**config.mk**
```make
export PLATFORM = sky130hd
export DESIGN_NAME = gpr_writeback_unit
export DESIGN_NICKNAME = d
export VERILOG_FILES = /design/src/rtl/gwb_pkg.sv /design/src/rtl/opsz_resolve.sv /design/src/rtl/wb_merge.sv /design/src/rtl/gpr_array.sv /design/src/rtl/gpr_writeback_unit.sv
export SDC_FILE = /design/constraint.sdc
export NUM_CORES = 2
export LEC_CHECK = 0
export BUFFER_PORTS_ARGS = -buffer_cell sky130_fd_sc_hd__buf_4
export CELL_PAD_IN_SITES_DETAIL_PLACEMENT = 0
export CELL_PAD_IN_SITES_GLOBAL_PLACEMENT = 2
export CORE_ASPECT_RATIO = 1.4
export CORE_MARGIN = 5
export CORE_UTILIZATION = 50
export CTS_CLUSTER_DIAMETER = 150
export DETAILED_ROUTE_END_ITERATION = 16
export PLACE_DENSITY = 0.85
export REMOVE_ABC_BUFFERS = 1
export SYNTH_ARGS = -nofsm -noshare
export SYNTH_HDL_FRONTEND = slang
export SYNTH_SLANG_ARGS = --single-unit
```
**constraint.sdc**
```tcl
create_clock -name clk -period 5.76 [get_ports clk]
set_input_delay 0 -clock clk [delete_from_list [all_inputs] [get_ports clk]]
set_output_delay 0 -clock clk [all_outputs]
set_load 0.005 [all_outputs]
```
**src/rtl/gwb_pkg.sv**
```systemverilog
package gwb_pkg;
  typedef enum logic [2:0] {
    CLS_NORM  = 3'd0,
    CLS_DEF64 = 3'd1,
    CLS_FIX16 = 3'd2,
    CLS_FIX64 = 3'd3,
    CLS_BYTE  = 3'd4
  } szcls_e;

  typedef enum logic [1:0] {
    SZ8  = 2'b00,
    SZ16 = 2'b01,
    SZ32 = 2'b10,
    SZ64 = 2'b11
  } opsz_e;
endpackage

```
**src/rtl/opsz_resolve.sv**
```systemverilog
module opsz_resolve
  import gwb_pkg::*;
(
  input  logic [2:0] cls,
  input  logic       pfx_opsz,
  input  logic       pfx_wide,
  input  logic       addr_upd,
  input  logic       addr_narrow,
  output opsz_e      sz
);
  opsz_e cls_sz;

  // Per-class operand size; unknown class codes behave as normal class.
  always_comb begin
    case (cls)
      CLS_DEF64: cls_sz = (pfx_opsz && !pfx_wide) ? SZ16 : SZ64;
      CLS_FIX16: cls_sz = SZ16;
      CLS_FIX64: cls_sz = SZ64;
      CLS_BYTE:  cls_sz = SZ8;
      default: begin
        if (pfx_wide)      cls_sz = SZ64;
        else if (pfx_opsz) cls_sz = SZ16;
        else               cls_sz = SZ32;
      end
    endcase
  end

  // Address-sized updates take their width from the address size.
  always_comb begin
    if (addr_upd) sz = addr_narrow ? SZ32 : SZ64;
    else          sz = cls_sz;
  end
endmodule

```
**src/rtl/wb_merge.sv**
```systemverilog
module wb_merge
  import gwb_pkg::*;
#(
  parameter int XLEN = 64,
  parameter int IMMW = 32
) (
  input  opsz_e            sz,
  input  logic             use_imm,
  input  logic [IMMW-1:0]  imm,
  input  logic [XLEN-1:0]  res,
  input  logic [XLEN-1:0]  old,
  output logic [XLEN-1:0]  wdata
);
  localparam int HALF = XLEN / 2;
  localparam logic [XLEN-1:0] ONES = {XLEN{1'b1}};

  logic [XLEN-1:0] src;
  logic [XLEN-1:0] keep;
  logic [XLEN-1:0] low;

  // Immediate widening chosen by the relative widths.
  generate
    if (IMMW < XLEN) begin : g_sext
      assign src = use_imm ? {{(XLEN-IMMW){imm[IMMW-1]}}, imm} : res;
    end else begin : g_full
      assign src = use_imm ? imm[XLEN-1:0] : res;
    end
  endgenerate

  // keep: destination bits that survive; low: source bits that may land.
  always_comb begin
    keep = '0;
    low  = ONES;
    case (sz)
      SZ8:     keep = ONES << 8;
      SZ16:    keep = ONES << 16;
      SZ32:    low  = ONES >> HALF;
      default: ;
    endcase
  end

  assign wdata = (old & keep) | (src & ~keep & low);
endmodule

```
**src/rtl/gpr_array.sv**
```systemverilog
module gpr_array #(
  parameter int XLEN = 64,
  parameter int NREG = 16,
  localparam int IDXW = $clog2(NREG)
) (
  input  logic            clk,
  input  logic            rst,
  input  logic            we,
  input  logic [IDXW-1:0] widx,
  input  logic [XLEN-1:0] wdata,
  input  logic [IDXW-1:0] ridx,
  output logic [XLEN-1:0] rdata,
  output logic [XLEN-1:0] dst_old
);
  logic [XLEN-1:0] mem [NREG];

  // Current destination contents feed the merge (read-modify-write).
  assign dst_old = mem[widx];

  always_ff @(posedge clk) begin
    if (rst) begin
      for (int i = 0; i < NREG; i++) mem[i] <= '0;
      rdata <= '0;
    end else begin
      rdata <= mem[ridx];
      if (we) mem[widx] <= wdata;
    end
  end
endmodule

```
**src/rtl/gpr_writeback_unit.sv**
```systemverilog
module gpr_writeback_unit
  import gwb_pkg::*;
#(
  parameter int XLEN = 64,
  parameter int NREG = 16,
  parameter int IMMW = 32,
  localparam int IDXW = $clog2(NREG)
) (
  input  logic            clk,
  input  logic            rst,
  input  logic [2:0]      size_class,
  input  logic            pfx_opsz,
  input  logic            pfx_wide,
  input  logic            addr_upd,
  input  logic            addr_narrow,
  input  logic            use_imm,
  input  logic [IMMW-1:0] imm_val,
  input  logic [XLEN-1:0] alu_res,
  input  logic [IDXW-1:0] dst_idx,
  input  logic            wr_en,
  input  logic [IDXW-1:0] rd_idx,
  output logic [XLEN-1:0] rd_data,
  output logic [1:0]      size_code
);
  opsz_e           sz;
  logic [XLEN-1:0] dst_old;
  logic [XLEN-1:0] wdata;

  opsz_resolve u_res (
    .cls         (size_class),
    .pfx_opsz    (pfx_opsz),
    .pfx_wide    (pfx_wide),
    .addr_upd    (addr_upd),
    .addr_narrow (addr_narrow),
    .sz          (sz)
  );

  wb_merge #(.XLEN(XLEN), .IMMW(IMMW)) u_merge (
    .sz      (sz),
    .use_imm (use_imm),
    .imm     (imm_val),
    .res     (alu_res),
    .old     (dst_old),
    .wdata   (wdata)
  );

  gpr_array #(.XLEN(XLEN), .NREG(NREG)) u_arr (
    .clk     (clk),
    .rst     (rst),
    .we      (wr_en),
    .widx    (dst_idx),
    .wdata   (wdata),
    .ridx    (rd_idx),
    .rdata   (rd_data),
    .dst_old (dst_old)
  );

  always_ff @(posedge clk) begin
    if (rst) size_code <= 2'b00;
    else     size_code <= sz;
  end
endmodule

```
======== Word level (Yosys, flattened, before mapping) ========
Memories as Yosys holds them, arrays and structs flattened. A register that Yosys moved wholly into a read port is not among the register bits.
Cells that the tools add are included.
word-level totals
  bits in writable memories ............... 1,024
  register bits ........................... 2
  output and inout bits ................... 66
  memories kept ........................... 1
operators by class
  reductions and logical operators ........ 4
  bitwise logic cells ..................... 5
  eq/ne operators ......................... 6
  muxes and demuxes ....................... 17
memory list
  name       depth  bits a word  read ports  clocked after memory_dff  wr ports  RTL line         source
  u_arr.mem  16     64           2           1                         16        gpr_array.sv:15  logic [XLEN-1:0] mem [NREG];
operator list
  cell                                                                   number
  64-bit AND                                                             3
  64-bit two-way mux                                                     3
  64-bit one-hot mux with 2 select lines                                 1
  64-bit NOT                                                             1
  64-bit bitwise OR                                                      1
  64-bit OR reduction                                                    1
  2-bit two-way mux                                                      4
  2-bit one-hot mux with 4 select lines                                  1
  1-bit two-way mux                                                      7
  3-bit by 2-bit equality test with 1-bit output, second input constant  2
  4-bit two-way mux                                                      1
  3-bit by 1-bit equality test with 1-bit output, second input constant  1
  3-bit equality test, second input constant                             1
  2-bit by 1-bit equality test with 1-bit output, second input constant  1
  2-bit equality test, second input constant                             1
  2-bit zero test                                                        1
  1-bit logical AND                                                      1
  1-bit zero test                                                        1

======== Longest topological paths before layout ========
  word-level depth ........................ 12
  depth in mapped cells ................... 9
  gate-level depth less buffers ........... 5

======== Modules after synthesis ========
Synthesis repeated with hierarchy kept, for this count alone.
second synthesis, totals
  cells, all modules ...................... 4,134
  area, all modules ....................... 56,974.6 µm²
modules (own cells, without submodules)
  module              cells an instance  sequential area each (µm²)  area an instance (µm²)  instances
  gpr_array           3,919              32,030.7                    55,451.9                1
  wb_merge            202                0.0                         1,407.6                 1
  opsz_resolve        9                  0.0                         62.6                    1
  gpr_writeback_unit  4                  40.0                        52.6                    1

======== Worst setup path after synthesis ========
No wires, ideal clock.
  path type ............................... input to register
  start ................................... in dst_idx[0]
  end ..................................... mem u_arr.mem[1][0], enable pin
  path slack .............................. 2,673 ps
  path buffers ............................ 4
  cell stages on the path ................. 7
  arrival time ............................ 2,654 ps
  cells stage by stage .................... buf_2 -> buf_2 -> buf_2 -> and2b_1 -> nand2_1 -> clkbuf_1 -> nand2b_1
RTL lines
  element      RTL line                  source
  from (decl)  gpr_writeback_unit.sv:19  input logic [IDXW-1:0] dst_idx,
  to (decl)    gpr_array.sv:15

==> impl_metrics.toml <==
[floorplan]
die_h_um = 400
die_area_um2 = 115000
start_util_pct = 50.2
core_area_um2 = 108000
fp-row-count = 143
die_w_um = 289
ios = 181

[power_and_ir_drop]
power.density_nw_per_um2 = 306
leakagePower_uw = 0.0210
ir_drop_v = 0.000225
total_power_uw = 18700

[cts]
holdBufCountCts = 64
clk_path_buf_depth = 3
clk_latency_ns = 0.72
cts_tree = "done"
numCtsBuffers = 107
h-tree-depth = 3
cts-root-buf = "clkbuf_16"
cts_resized = 0
clk_pin_slew_ns = 0.06
post_cts_buffers = 0
cts_sinks = 1090

[layout]
fin_cells = 5130
most-common-layout-cells = "edfxtp_1, nor2_1, mux4_2"
final_util_pct = 56.6
stdcell_area_um2 = 61300
drive_above_1_share_pct = 31.5
seqCellArea_um2 = 32100
final_common_cell = "edfxtp_1"
area_growth_pct = 12.8
nNetsFinal = 3700
multi_input_area_um2 = 20900
fillers = 8427

[global_routing]
grt_max_degree = 138
grt_pass1_wl_um = 261000
antenna_found_initial = 3
overflow = 0
grt_pass1_vias = 37100
grt_usage_pct = 31.5

[yosys]
ys_async_sr_fraction_pct = 0
syn_area_um2 = 54300
synth_cell_types = 45
netlist_instances = 3494
yosysWarningCount = 0
ys.flop_type = "edfxtp_1"
synth_edf_count = 1024
seq_area_frac_synth_pct = 59.0
syn_area_per_cell_um2 = 15.6
ys_ff_latch = 1090

[detailed_routing]
vias_per_cell = 6.92
first_pass_iters = 6
routed_wl_um = 184000
met2WireLength_um = 91100
ant_nets = 0
drt-initial-drc-count = 5312
met3RoutedLength_um = 20100
vias = 35500
m1WireLength_um = 63700
top_layer = "met5"
wl_per_cell_um = 35.8
drc = 0

[setup_path]
arrival_ns = 3.94
cpMaxStageDelayCell = "nor4bb_2"
startpoint_type = "primary input"
cp.required_ns = 6.09
crit_path_end_kind = "register"
cp_max_fo = 38
cpMostUsedCell = "buf_4"
path_cells = "dlygate4sd3_1, buf_4, nor4bb_2, nand2_4, nand2b_4, buf_4"
cp_slowest_stage_delay_ns = 0.98
critPathKind = "primary input to register"

[run_status]
outcome = "complete, no violations"

[timing]
rsz0062_at_grt = "false"
final.period_utilization_pct = 62.6
fin_skew_ns = 0.0252
hold_viol = 0
setup-tns-final_ns = 0
slew_viol_final = 0
period_minus_slack_ns = 3.61
worst_pin_slew_ns = 1.33
relSlewSlack_pct = 8.59
fmax_mhz = 277
setup_viol = 0

[place]
io_buffers = 180
postPlaceCellArea_um2 = 57000
routabilityCongestion = 0.824
dp_cells = 4858
dp_hpwl_um = 96900

[job]
maxCapViolations = 0

[min_path]
min_path_type = "primary input to register"
==> power breakdown <==
part           switching, µW  internal, µW  total [µW]
sequential               186          9010        9190
combinational           1320           950        2280
clock                   3160          4100        7260
==> logic make-up after synthesis <==
family | share of synthesized area (%)
buf+inv | 3.09
simple gates | 7.18
compound gates | 5.83
mux | 24.9
flops | 59.0
==> flip-flops by register name, indices dropped and copies added, names as in the netlist <==
name         count
size_code        2
u_arr.mem     1024
u_arr.rdata     64
==> layout make-up <==
cell class	instances	share of cell area, %
clock inverter	68	1.18
multi-input combinational	2027	34.1
inverter	33	0.202
sequential	1090	52.3
antenna	5	0.0204
timing repair buffer	326	4.53
clock buffer	131	4.63
tap	1450	2.96
==> cell usage after synthesis, drive strengths merged, types with 6 or more instances <==
cell type  count  area (µm²)
mux2          72         811
o221ai        17         255
nor3b          6        45.0
buf          144         798
o21ai         36         203
clkbuf       200         754
mux4         540       12200
a32oi         32         746
dfxtp         66        1320
edfxtp      1024       30700
nor2b         70         438
o211ai        17         128
nand2         51         191
o22ai         16         200
mux2i         45         551
a21oi        242        1210
nand3         19        95.1
nand2b        17         106
inv           33         124
a22oi         46         345
nor2         785        2950
==> through the flow <==
step / hold WS, ns / worst slack (ns)
6_report: 0.0601 / 2.15
5_1_grt: 0.0772 / 2.14
4_1_cts: 0.0198 / 2.29
3_5_place_dp: 0.381 / 2.13
3_3_place_gp: 0.382 / 2.12
2_1_floorplan: 0.0716 / -2.90
==> worst max-delay path: cells and delay by family <==
family | cells | cell delay [ns]
buf+inv | 3 | 1.55
simple gates | 3 | 2.27
==> worst paths after layout <==
path	startpoint	endpoint	slack, ns	depth (start not counted)
setup reg to reg	u_arr.mem[1][46]	u_arr.mem[4][46]	3.50	5
hold reg to reg	u_arr.mem[8][2]	u_arr.rdata[2]	0.91	3
hold / removal	imm_val[20]	u_arr.mem[0][20]	0.06	4
setup / recovery	rst	u_arr.mem[5][29]	2.15	6
==> per-layer routing <==
layer,global-route usage (%),vias up
met2,52.9,2715
met4,13.5,2
met3,6.39,513
met1,40.2,18400
li1,-,13900
met5,0,-
(Power assumes the default switching activity.)
